## config.mk

```make
export PLATFORM = sky130hd
export DESIGN_NAME = gpio_setclr_port
export DESIGN_NICKNAME = d
export VERILOG_FILES = /design/src/rtl/gpio_pkg.sv /design/src/rtl/gpio_ctrl.sv /design/src/rtl/gpio_datapath.sv /design/src/rtl/gpio_setclr_port.sv
export SDC_FILE = /design/constraint.sdc
export NUM_CORES = 1
export LEC_CHECK = 0
export BUFFER_PORTS_ARGS = -buffer_cell sky130_fd_sc_hd__buf_4
export CELL_PAD_IN_SITES_DETAIL_PLACEMENT = 0
export CELL_PAD_IN_SITES_GLOBAL_PLACEMENT = 2
export CORE_UTILIZATION = 27
export DETAILED_ROUTE_END_ITERATION = 10
export GPL_TIMING_DRIVEN = 0
export PLACE_DENSITY_LB_ADDON = 0.15
export SLEW_MARGIN = 20
export SYNTH_ARGS = -nofsm -noshare
export SYNTH_HDL_FRONTEND = slang
export SYNTH_SLANG_ARGS = --single-unit
```

## constraint.sdc

```tcl
create_clock -name clk -period 0.9 [get_ports clk]
set_clock_uncertainty 0.15 [all_clocks]
set_input_delay 0.09 -clock clk [delete_from_list [all_inputs] [get_ports clk]]
set_output_delay 0.09 -clock clk [all_outputs]
set_load 0.005 [all_outputs]
```

## src/rtl/gpio_pkg.sv

```systemverilog
package gpio_pkg;
  localparam int DATA_W = 8;

  // Decoded bus strobes passed from control to datapath
  typedef struct packed {
    logic setOut;   // raise masked output bits
    logic clrOut;   // drop masked output bits
    logic selLoad;  // load pin source selection
    logic inSel;    // drive input port onto read data
  } gpioStb_t;
endpackage

```

## src/rtl/gpio_ctrl.sv

```systemverilog
module gpio_ctrl
  import gpio_pkg::*;
#(
  parameter int ADDR_W = 4,
  parameter logic [ADDR_W-1:0] SET_ADDR = 4'hE,
  parameter logic [ADDR_W-1:0] CLR_ADDR = 4'hF,
  parameter logic [ADDR_W-1:0] IO_ADDR  = 4'hD
) (
  input  logic [ADDR_W-1:0] busAddr,
  input  logic              busWr,
  input  logic              busRd,
  output gpioStb_t          stb
);
  always_comb begin
    stb.setOut  = busWr && (busAddr == SET_ADDR);
    stb.clrOut  = busWr && (busAddr == CLR_ADDR);
    stb.selLoad = busWr && (busAddr == IO_ADDR);
    stb.inSel   = busRd && (busAddr == IO_ADDR);
  end
endmodule

```

## src/rtl/gpio_datapath.sv

```systemverilog
module gpio_datapath
  import gpio_pkg::*;
#(
  parameter int IN_W        = 7,
  parameter int SYNC_STAGES = 2
) (
  input  logic              clk,
  input  logic              rstN,
  input  gpioStb_t          stb,
  input  logic [DATA_W-1:0] wdata,
  input  logic [DATA_W-1:0] altSrc,
  input  logic [IN_W-1:0]   inPinN,
  output logic [DATA_W-1:0] outPinN,
  output logic [DATA_W-1:0] rdata,
  output logic [DATA_W-1:0] outRegQ,
  output logic [DATA_W-1:0] selRegQ
);
  logic [IN_W-1:0] syncQ [SYNC_STAGES];

  // Output register: masked set/clear only
  always_ff @(posedge clk or negedge rstN) begin
    if (!rstN) begin
      outRegQ <= '0;
    end else if (stb.setOut) begin
      outRegQ <= outRegQ | wdata;
    end else if (stb.clrOut) begin
      outRegQ <= outRegQ & ~wdata;
    end
  end

  always_ff @(posedge clk or negedge rstN) begin
    if (!rstN) begin
      selRegQ <= '0;
    end else if (stb.selLoad) begin
      selRegQ <= wdata;
    end
  end

  // Input synchronizer chain, reset to the idle (high) pin level
  for (genvar s = 0; s < SYNC_STAGES; s++) begin : g_sync
    always_ff @(posedge clk or negedge rstN) begin
      if (!rstN) begin
        syncQ[s] <= '1;
      end else if (s == 0) begin
        syncQ[s] <= inPinN;
      end else begin
        syncQ[s] <= syncQ[(s == 0) ? 0 : s-1];
      end
    end
  end

  // Per-pin source selection, active-low drive
  for (genvar b = 0; b < DATA_W; b++) begin : g_pin
    always_comb begin
      outPinN[b] = selRegQ[b] ? ~altSrc[b] : ~outRegQ[b];
    end
  end

  always_comb begin
    rdata = '0;
    if (stb.inSel) begin
      rdata[IN_W-1:0] = ~syncQ[SYNC_STAGES-1];
    end
  end
endmodule

```

## src/rtl/gpio_setclr_port.sv

```systemverilog
module gpio_setclr_port
  import gpio_pkg::*;
#(
  parameter int ADDR_W = 4,
  parameter int IN_W   = 7
) (
  input  logic              clk,
  input  logic              rstN,
  input  logic [ADDR_W-1:0] busAddr,
  input  logic              busWr,
  input  logic              busRd,
  input  logic [7:0]        busWdata,
  output logic [7:0]        busRdata,
  input  logic [7:0]        altSrc,
  input  logic [IN_W-1:0]   inPinN,
  output logic [7:0]        outPinN
);
  gpioStb_t stb;
  logic [DATA_W-1:0] outRegQ;
  logic [DATA_W-1:0] selRegQ;

  gpio_ctrl #(.ADDR_W(ADDR_W)) u_ctrl (
    .busAddr(busAddr), .busWr(busWr), .busRd(busRd), .stb(stb)
  );

  gpio_datapath #(.IN_W(IN_W), .SYNC_STAGES(2)) u_dp (
    .clk(clk), .rstN(rstN), .stb(stb), .wdata(busWdata),
    .altSrc(altSrc), .inPinN(inPinN), .outPinN(outPinN),
    .rdata(busRdata), .outRegQ(outRegQ), .selRegQ(selRegQ)
  );
endmodule

```

==> results of run 1 <==
how the worst max path moves through the flow:
stage,start,end,slack (ns)
floorplan,busAddr[0],u_dp.selRegQ[0]$_DFFE_PN0P_,-0.20
global placement,busAddr[1],busRdata[1],-0.35
detailed placement,busAddr[1],busRdata[1],-0.37
CTS,u_dp.selRegQ[4]$_DFFE_PN0P_,outPinN[4],-0.34
global route,u_dp.selRegQ[4]$_DFFE_PN0P_,outPinN[4],-0.42
finish,u_dp.selRegQ[3]$_DFFE_PN0P_,outPinN[3],-0.32
critical path: cells and delay by family, from the launching register on:
kind                   cells  cell delay (ns)
DFF                        1             0.37
buffers and inverters      1             0.13
muxes                      1             0.21
synth_stat cells (all sizes together):
cell type | number | area, sq um
and4 | 1 | 8.76
and4b | 1 | 13.8
buf | 3 | 23.8
conb | 1 | 3.75
dfrtp | 16 | 400
dfstp | 14 | 368
inv | 8 | 30.0
mux2 | 8 | 120
mux2i | 16 | 160
nand2 | 10 | 45.0
nor2 | 7 | 26.3
report_power, final:
group | total [mW] | switching, mW | internal, mW
combinational | 0.715 | 0.220 | 0.496
sequential | 1.69 | 0.118 | 1.57
clock | 1.22 | 0.449 | 0.770
total | 3.63 | 0.787 | 2.84
metrics by stage:
stage / instances / setup slack, ns / instance area (sq um) / hold slack (ns) / util, %
floorplan: 85 / -0.196 / 1210 / -0.356 / -
global placement: 179 / -0.346 / 1610 / -0.115 / 38.7
detailed placement: 179 / -0.365 / 1610 / -0.109 / 38.7
CTS: 197 / -0.342 / 1820 / -0.123 / 43.8
global route: 198 / -0.420 / 1840 / -0.124 / 44.4
finish: 198 / -0.317 / 1840 / -0.122 / 44.4
routing by layer:
layer / up-vias / global-route usage, % / wire length [um] / share of wire, %
li1: 396 / - / - / -
met1: 385 / 11.6 / 921 / 39
met2: 26 / 19.1 / 1260 / 53
met3: 5 / 4.11 / 152 / 6.4
met4: 0 / 6.25 / 32 / 1.4
met5: - / 0 / 0 / 0
repair_timing:
action                                  in CTS  in global routing
endpoints found under the hold margin       53                 16
buffers inserted                             2                  2
endpoints found under the setup margin      23                 23
pin swaps                                    7                  1
gates cloned                                 0                  0
resized for setup                            2                  5
logic make-up (layout without fill, tap and decap cells):
family / Yosys count / after routing / synth area share [%]
AND/OR/NAND/NOR: 19 / 19 / 7.82
buffers and inverters: 11 / 74 / 4.48
other: 1 / 1 / 0.313
flip-flops: 30 / 30 / 64.0
multiplexers: 24 / 24 / 23.4
cells in the final DEF, fill, tap and decap left out:
master	instances
and4_1	1
and4b_4	1
buf_2	1
buf_4	45
buf_6	3
buf_8	1
clkbuf_8	8
conb_1	1
dfrtp_1	16
dfstp_2	14
dlygate4sd3_1	8
inv_1	8
mux2_4	8
mux2i_1	16
nand2_1	8
nand2_4	1
nand2_8	1
nor2_1	5
nor2_2	2
final cells by class:
cell class                 count  area [sq um]  share of cell area [%]
timing repair buffer          55           444                    24.1
clock buffer                   8           110                    5.98
inverter                       8          30.0                    1.63
buffer                         3          27.5                    1.49
sequential                    30           768                    41.7
tap                           50          62.6                    3.40
multi-input combinational     44           399                    21.7
==> qor.csv, run 1 <==
metric,value,unit
Die Y,68.7,um
Initial DRC Count,20,
final antenna-violating net count,0,
total CTS buffers,5,
I/O pin count,47,
Reg2Reg Depth,2,
GPL Wtd Cong,0.689,
"Slew Viols, Final",0,
vias per cell,4.10,
worst hold margin,-0.122,ns
GRT Overall Usage,11.1,%
Required @ worst endpoint,0.66,ns
CP max FO,2,
CP Capture Type,output port,
worst-case clock buffer depth,2,
vias in the first global route,802,
Root Driver,clkbuf_8,
grt total ovfl,0,
crit path time final,1.22,ns
# DRC,0,
min setup slack post-route,-0.317,ns
Rows,23,
first-pass GRT wire length,3590,um
Avg Inst Size Synth,14.1,sq um
Synth Warn #,0,
# Max-Cap Violations,0,
"Hold Vio Cnt, Final",16,
Starting Density,29.0,%
slowest CP cell,dfrtp_1,
Final Net Count,178,
Max VDD drop,0.976,mV
LEAKAGE,0.960,nW
Routed WL,2360,um
Pre-antenna DRT Iters,2,
pwr dens,1970,nW/um^2
CTS clock-pin slew for the worst setup and hold paths,0.06,ns
clk_lat worst skew,0.27,ns
"slowest stage delay, CP",0.37,ns
pin count of the biggest net entering global routing,31,
Mapped Cells,85,
area of the die,4710,sq um
Fin Setup TNS,-5.05,ns
post-synthesis net count,116,
overall power,3.63,mW
worst r2r src,u_dp.selRegQ[6]$_DFFE_PN0P_,
Setup-failing EPs final,23,
critical path arrival,0.98,ns
core region area,4140,sq um
"Distinct cells, synth",14,
I/O Buffers,44,
r2r endpoint,u_dp.selRegQ[6]$_DFFE_PN0P_,
sequential share of the synthesized area,64.0,%
CP cell instances,"mux2i_1, buf_4",
CTS tree,yes,
Layout fillers,403,
fmax,822,MHz
clock sinks,30,
area grow syn2layout,53.5,%
hold crit path type,in2reg,
status,finished with violations,
Hold Startpoint,busAddr[0],
# H-tree levels,2,
Die W,68.7,um
violated checks,"negative hold slack, negative setup slack",
Hold Path Stages,2,
Post-Syn Area,1200,sq um
DR WL/cell,11.9,um
final period utilization,135,%
#FFs+latches synth,30,
Antenna Cells,0,
Worst setup SP type,register,
detailed-route via count,812,
antenna violations before repair,0,
kind of critical path,reg2out,
layout cells sized above 1,57.4,%
# hold bufs at CTS,8,
R2R setup slack,-0.13,ns
RSZ-0062 raised after global routing,true,
Note: power is estimated with default switching activity, not from simulation.
==> inputs of run 2 (changes only) <==
==> constraint.sdc (replaced) <==
create_clock -name clk -period 0.9 [get_ports clk]
set_clock_uncertainty 0.15 [all_clocks]
set_input_delay 0.045 -clock clk [delete_from_list [all_inputs] [get_ports clk]]
set_output_delay 0.045 -clock clk [all_outputs]
set_load 0.005 [all_outputs]
==> qor.csv, run 2 (synthesis results as in run 1) <==
metric,value,unit,change
placed cells,179,,unchanged
CP max FO,2,,unchanged
# Max-Cap Violations,0,,unchanged
Required @ worst endpoint,0.70,ns,+0.04 ns
Max VDD drop,0.978,mV,+0.19%
pre-CTS setup slack,-0.307,ns,+0.0578 ns
worst r2r src,u_dp.selRegQ[1]$_DFFE_PN0P_,,
Root Driver,clkbuf_8,,
Hold Startpoint,busWdata[7],,
I/O Buffers,44,,unchanged
first-pass GRT wire length,3630,um,+1.1%
I/O pin count,47,,unchanged
overall power,3.63,mW,+0.14%
RSZ-0062 raised after global routing,true,,
Setup crit start,u_dp.selRegQ[4]$_DFFE_PN0P_,,
area post-placement,1610,sq um,unchanged
crit path time final,1.17,ns,-0.0454 ns
vias per cell,4.08,,-0.50%
fmax,854,MHz,+3.9%
Routed WL,2370,um,+0.17%
Die W,68.7,um,unchanged
Layout fillers,405,,+0.50%
"commonest non-fill, non-tap cell in the layout",buf_4,,
Setup-failing EPs final,23,,unchanged
post-route cell area,1850,sq um,+0.41%
clk_lat worst skew,0.27,ns,about the same
Non-Filler Instances,199,,+0.51%
core region area,4140,sq um,unchanged
grt total ovfl,0,,unchanged
Starting Density,29.0,%,unchanged
Rows,23,,unchanged
DR WL/cell,11.9,um,-0.33%
# hold bufs at CTS,9,,+1
Fin Setup TNS,-4.15,ns,+0.896 ns
area grow syn2layout,54.1,%,
antenna violations before repair,0,,unchanged
total CTS buffers,5,,unchanged
vias in the first global route,804,,+0.25%
critical path arrival,0.98,ns,about the same
"Hold Vio Cnt, Final",16,,unchanged
CP Capture Type,output port,,
clock sinks,30,,unchanged
pwr dens,1960,nW/um^2,-0.27%
Worst setup SP type,register,,
final core occ,44.6,%,+0.18 points
most frequent cells in the layout,"buf_4, mux2i_1, dfrtp_1, dfstp_2",,
final period utilization,130,%,-5.0 points
kind of critical path,reg2out,,
"Slew Viols, Final",0,,unchanged
GPL Wtd Cong,0.689,,unchanged
area of the die,4710,sq um,unchanged
violated checks,"negative hold slack, negative setup slack",,
Die Y,68.7,um,unchanged
pin count of the biggest net entering global routing,31,,unchanged
Antenna Cells,0,,unchanged
# DRC,0,,unchanged
worst hold margin,-0.143,ns,-0.0212 ns
CTS tree,yes,,
layout cells sized above 1,57.0,%,-0.39 points
min setup slack post-route,-0.272,ns,+0.0454 ns
Initial DRC Count,18,,-10%
Final Net Count,179,,+0.56%
Pre-antenna DRT Iters,2,,unchanged
hold crit path type,in2reg,,
detailed-route via count,812,,unchanged
GRT Overall Usage,11.3,%,+0.21 points
status,finished with violations,,
# H-tree levels,2,,unchanged
final antenna-violating net count,0,,unchanged
LEAKAGE,0.965,nW,+0.49%
CTS clock-pin slew for the worst setup and hold paths,0.06,ns,about the same
worst-case clock buffer depth,2,,unchanged
## run 2: cell count changes in the layout (fill, tap and decap cells not counted)
cell	previous run	this run
nand2_4	1	0
nand2_2	0	1
dlymetal6s4s_1	0	1
## run 2: final timing paths
check                                              end  slack, ns  cells past startpoint
setup / recovery                            outPinN[4]      -0.27                      2
hold / removal             u_dp.selRegQ[7]$_DFFE_PN0P_      -0.14                      2
hold reg to reg                u_dp.syncQ[5]$_DFF_PN1_       0.21                      0
setup reg to reg           u_dp.selRegQ[1]$_DFFE_PN0P_      -0.13                      2
max in group asynchronous      u_dp.syncQ[8]$_DFF_PN1_       0.19                      2
min in group asynchronous                    async pin       0.09                      2
## run 2: cell type report
class,count,area [sq um],share of cell area [%]
inverters,8,30.0,1.62
multi-input cells,44,394,21.3
plain buffers,3,27.5,1.49
repair buffers,56,457,24.7
flip-flops and latches,30,768,41.5
well taps,50,62.6,3.38
clock buffers,8,110,5.95
## run 2: what timing repair did
item / CTS / global route
pin swaps: 7 / 0
setup buffers: 2 / 1
hold endpoints to repair: 53 / 16
resized for setup: 2 / 5
setup endpoints to repair: 23 / 31
## run 2: critical path: stages, from the launching register on
cell,delay (ns)
dfrtp_1,0.36
mux2i_1,0.21
buf_4,0.14
## run 2: routing by layer
layer	wire length [um]	up-vias	GRT usage [%]
li1	-	399	-
met1	937	382	12.1
met2	1240	26	19.4
met3	153	5	4.11
met4	32	0	6.25
met5	0	-	0
## run 2: where the power goes
| part | internal [mW] | leakage [nW] | switching (mW) |
|---|---|---|---|
| logic | 0.499 | 0.574 | 0.219 |
| registers | 1.57 | 0.333 | 0.119 |
| clock network | 0.770 | 0.0575 | 0.451 |
| total | 2.84 | 0.965 | 0.788 |
==> inputs of run 3 (changes only) <==
--- a/config.mk
+++ b/config.mk
@@ -7,2 +7,3 @@
 export LEC_CHECK = 0
+export ABC_AREA = 1
 export BUFFER_PORTS_ARGS = -buffer_cell sky130_fd_sc_hd__buf_4
@@ -10,3 +11,3 @@
 export CELL_PAD_IN_SITES_GLOBAL_PLACEMENT = 2
-export CORE_UTILIZATION = 27
+export CORE_UTILIZATION = 25
 export DETAILED_ROUTE_END_ITERATION = 10
==> constraint.sdc (replaced) <==
create_clock -name clk -period 0.9 [get_ports clk]
set_clock_uncertainty 0.15 [all_clocks]
set_input_delay 0.18 -clock clk [delete_from_list [all_inputs] [get_ports clk]]
set_output_delay 0.18 -clock clk [all_outputs]
set_load 0.005 [all_outputs]
==> qor.csv, run 3 <==
metric,value,unit,change
most frequent cells in the layout,"buf_4, nand2_1, nand3_1, dfrtp_1, dfstp_2",,
pin count of the biggest net entering global routing,31,,unchanged
pwr dens,2040,nW/um^2,+4.0%
overall power,4.09,mW,+13%
Yosys top cell by area,dfrtp_1,,
layout cells sized above 1,51.6,%,-5.4 points
Root Driver,clkbuf_8,,
area post-placement,1690,sq um,+5.1%
status,finished with violations,,
vias in the first global route,1058,,+32%
final antenna-violating net count,0,,unchanged
# H-tree levels,2,,unchanged
Post-Syn Area,1230,sq um,+2.2%
Hold Path Stages,3,,+1
worst hold margin,-0.0102,ns,+0.133 ns
vias per cell,4.09,,+0.29%
Non-Filler Instances,249,,+25%
GPL Wtd Cong,0.658,,-4.5%
detailed-route via count,1019,,+25%
share of the synthesized area in the top cell type,32.7,%,-0.72 points
DR WL/cell,12.0,um,+0.73%
Reg2Reg Depth,3,,+1
placed cells,227,,+27%
# DRC,0,,unchanged
final core occ,42.4,%,-2.2 points
"commonest non-fill, non-tap cell in the layout",buf_4,,
Die Y,72.0,um,+4.9%
Synth Warn #,0,,unchanged
"top cells by area, synth","dfrtp_1, dfstp_2, nand2_1, nand3_1, mux2i_1",,
Mapped Cells,116,,+36%
Worst setup SP type,register,,
I/O Buffers,44,,unchanged
Pre-antenna DRT Iters,4,,+2
fmax,765,MHz,-10%
antenna violations before repair,0,,unchanged
hpwl dp,1970,um,
Final Net Count,212,,+18%
ys flop type,dfrtp_1,,
CP max FO,2,,unchanged
min setup slack post-route,-0.408,ns,-0.136 ns
"Slew Viols, Final",0,,unchanged
first-pass GRT wire length,4890,um,+35%
# Max-Cap Violations,0,,unchanged
"Distinct cells, synth",16,,+2
Post-synth ARST share,100,%,unchanged
core region area,4720,sq um,+14%
hold crit path type,in2reg,,
clock sinks,30,,unchanged
Starting Density,26.0,%,-3.0 points
cell with the most instances after synthesis,nand2_1,,
kind of critical path,reg2out,,
Post-synth top cells,"nand2_1, nand3_1, dfrtp_1, dfstp_2",,
I/O pin count,47,,unchanged
Die W,72.0,um,+4.9%
Antenna Cells,0,,unchanged
"Hold Vio Cnt, Final",4,,-12
total CTS buffers,5,,unchanged
crit path time final,1.31,ns,+0.136 ns
RSZ-0062 raised after global routing,true,,
Required @ worst endpoint,0.57,ns,-0.13 ns
CP Capture Type,output port,,
Rows,25,,+8.7%
violated checks,"negative hold slack, negative setup slack",,
worst-case clock buffer depth,2,,unchanged
Initial DRC Count,39,,+21
clk_lat worst skew,0.28,ns,about the same
area grow syn2layout,63.5,%,
LEAKAGE,0.970,nW,+0.55%
"EDFF count, synth",0,,unchanged
post-synthesis net count,147,,+27%
grt total ovfl,0,,unchanged
Routed WL,2980,um,+26%
CTS clock-pin slew for the worst setup and hold paths,0.06,ns,about the same
Avg Inst Size Synth,10.6,sq um,-25%
critical path arrival,0.98,ns,about the same
area of the die,5190,sq um,+10%
#FFs+latches synth,30,,unchanged
CTS tree,yes,,
final period utilization,145,%,+15 points
sequential share of the synthesized area,62.7,%,-1.4 points
Setup-failing EPs final,15,,-35%
post-route cell area,2000,sq um,+8.4%
GRT Overall Usage,12.9,%,+1.6 points
Max VDD drop,1.05,mV,+7.2%
## run 3: layer usage
metal  part of all wire [%]  vias to the layer above  GRT usage (%)  routed length (um)
met5                      0                        -              0                   0
met2                     48                       40           21.6                1420
met4                   0.80                        0           5.88                  24
li1                       -                      499              -                   -
met1                     44                      478           14.9                1330
met3                    7.1                        2           4.72                 212
## run 3: layout make-up
type / count / area (sq um)
clock inverters: 2 / 60.1
multi-input cells: 80 / 475
well taps: 67 / 83.8
repair buffers: 58 / 478
flip-flops and latches: 30 / 768
fillers: 467 / 2720
clock buffers: 6 / 82.6
inverters: 3 / 13.8
plain buffers: 3 / 42.5
## run 3: cells by family (layout without fill, tap and decap cells)
logic type	after synthesis	after routing	synth area share, %
buffers and inverters	6	72	3.67
flip-flops	30	30	62.7
multiplexers	8	8	6.53
other	1	1	0.306
AND/OR/NAND/NOR	71	71	26.8
## run 3: where the power goes
group | switching [mW] | total, mW | internal [mW]
Sequential | 0.111 | 1.66 | 1.55
Clock | 0.514 | 1.69 | 1.18
Combinational | 0.286 | 0.735 | 0.449
Total | 0.911 | 4.09 | 3.18
## run 3: per-stage QoR
step	worst slack, ns	TNS (ns)
4_1_cts	-0.427	-6.09
3_3_place_gp	-0.466	-7.91
2_1_floorplan	-0.0760	-0.603
3_5_place_dp	-0.484	-8.09
5_1_grt	-0.467	-6.64
6_report	-0.408	-5.92
## run 3: timing repair
item | 4_1_cts | 5_1_grt
resized for setup | 1 | 13
buffers inserted | 5 | 2
hold buffers | 8 | 0
cloned | 0 | 0
endpoints found under the hold margin | 48 | 0
pin swaps | 7 | 4
endpoints found under the setup margin | 23 | 34
## run 3: critical path: stages, from the launching register on
cell and delay (ns):
dfrtp_1 0.37, mux2i_1 0.19, buf_4 0.13
## run 3: worst paths after layout
kind | start | endpoint | slack, ns
max | u_dp.selRegQ[7]$_DFFE_PN0P_ | outPinN[7] | -0.41
min | busWdata[3] | u_dp.selRegQ[3]$_DFFE_PN0P_ | -0.01
max reg2reg | u_dp.selRegQ[4]$_DFFE_PN0P_ | u_dp.selRegQ[4]$_DFFE_PN0P_ | 0.02
min reg2reg | u_dp.syncQ[9]$_DFF_PN1_ | u_dp.syncQ[2]$_DFF_PN1_ | 0.21
max in group asynchronous | rstN | u_dp.syncQ[8]$_DFF_PN1_ | 0.13
min in group asynchronous | rstN | u_dp.selRegQ[3]$_DFFE_PN0P_ | 0.19
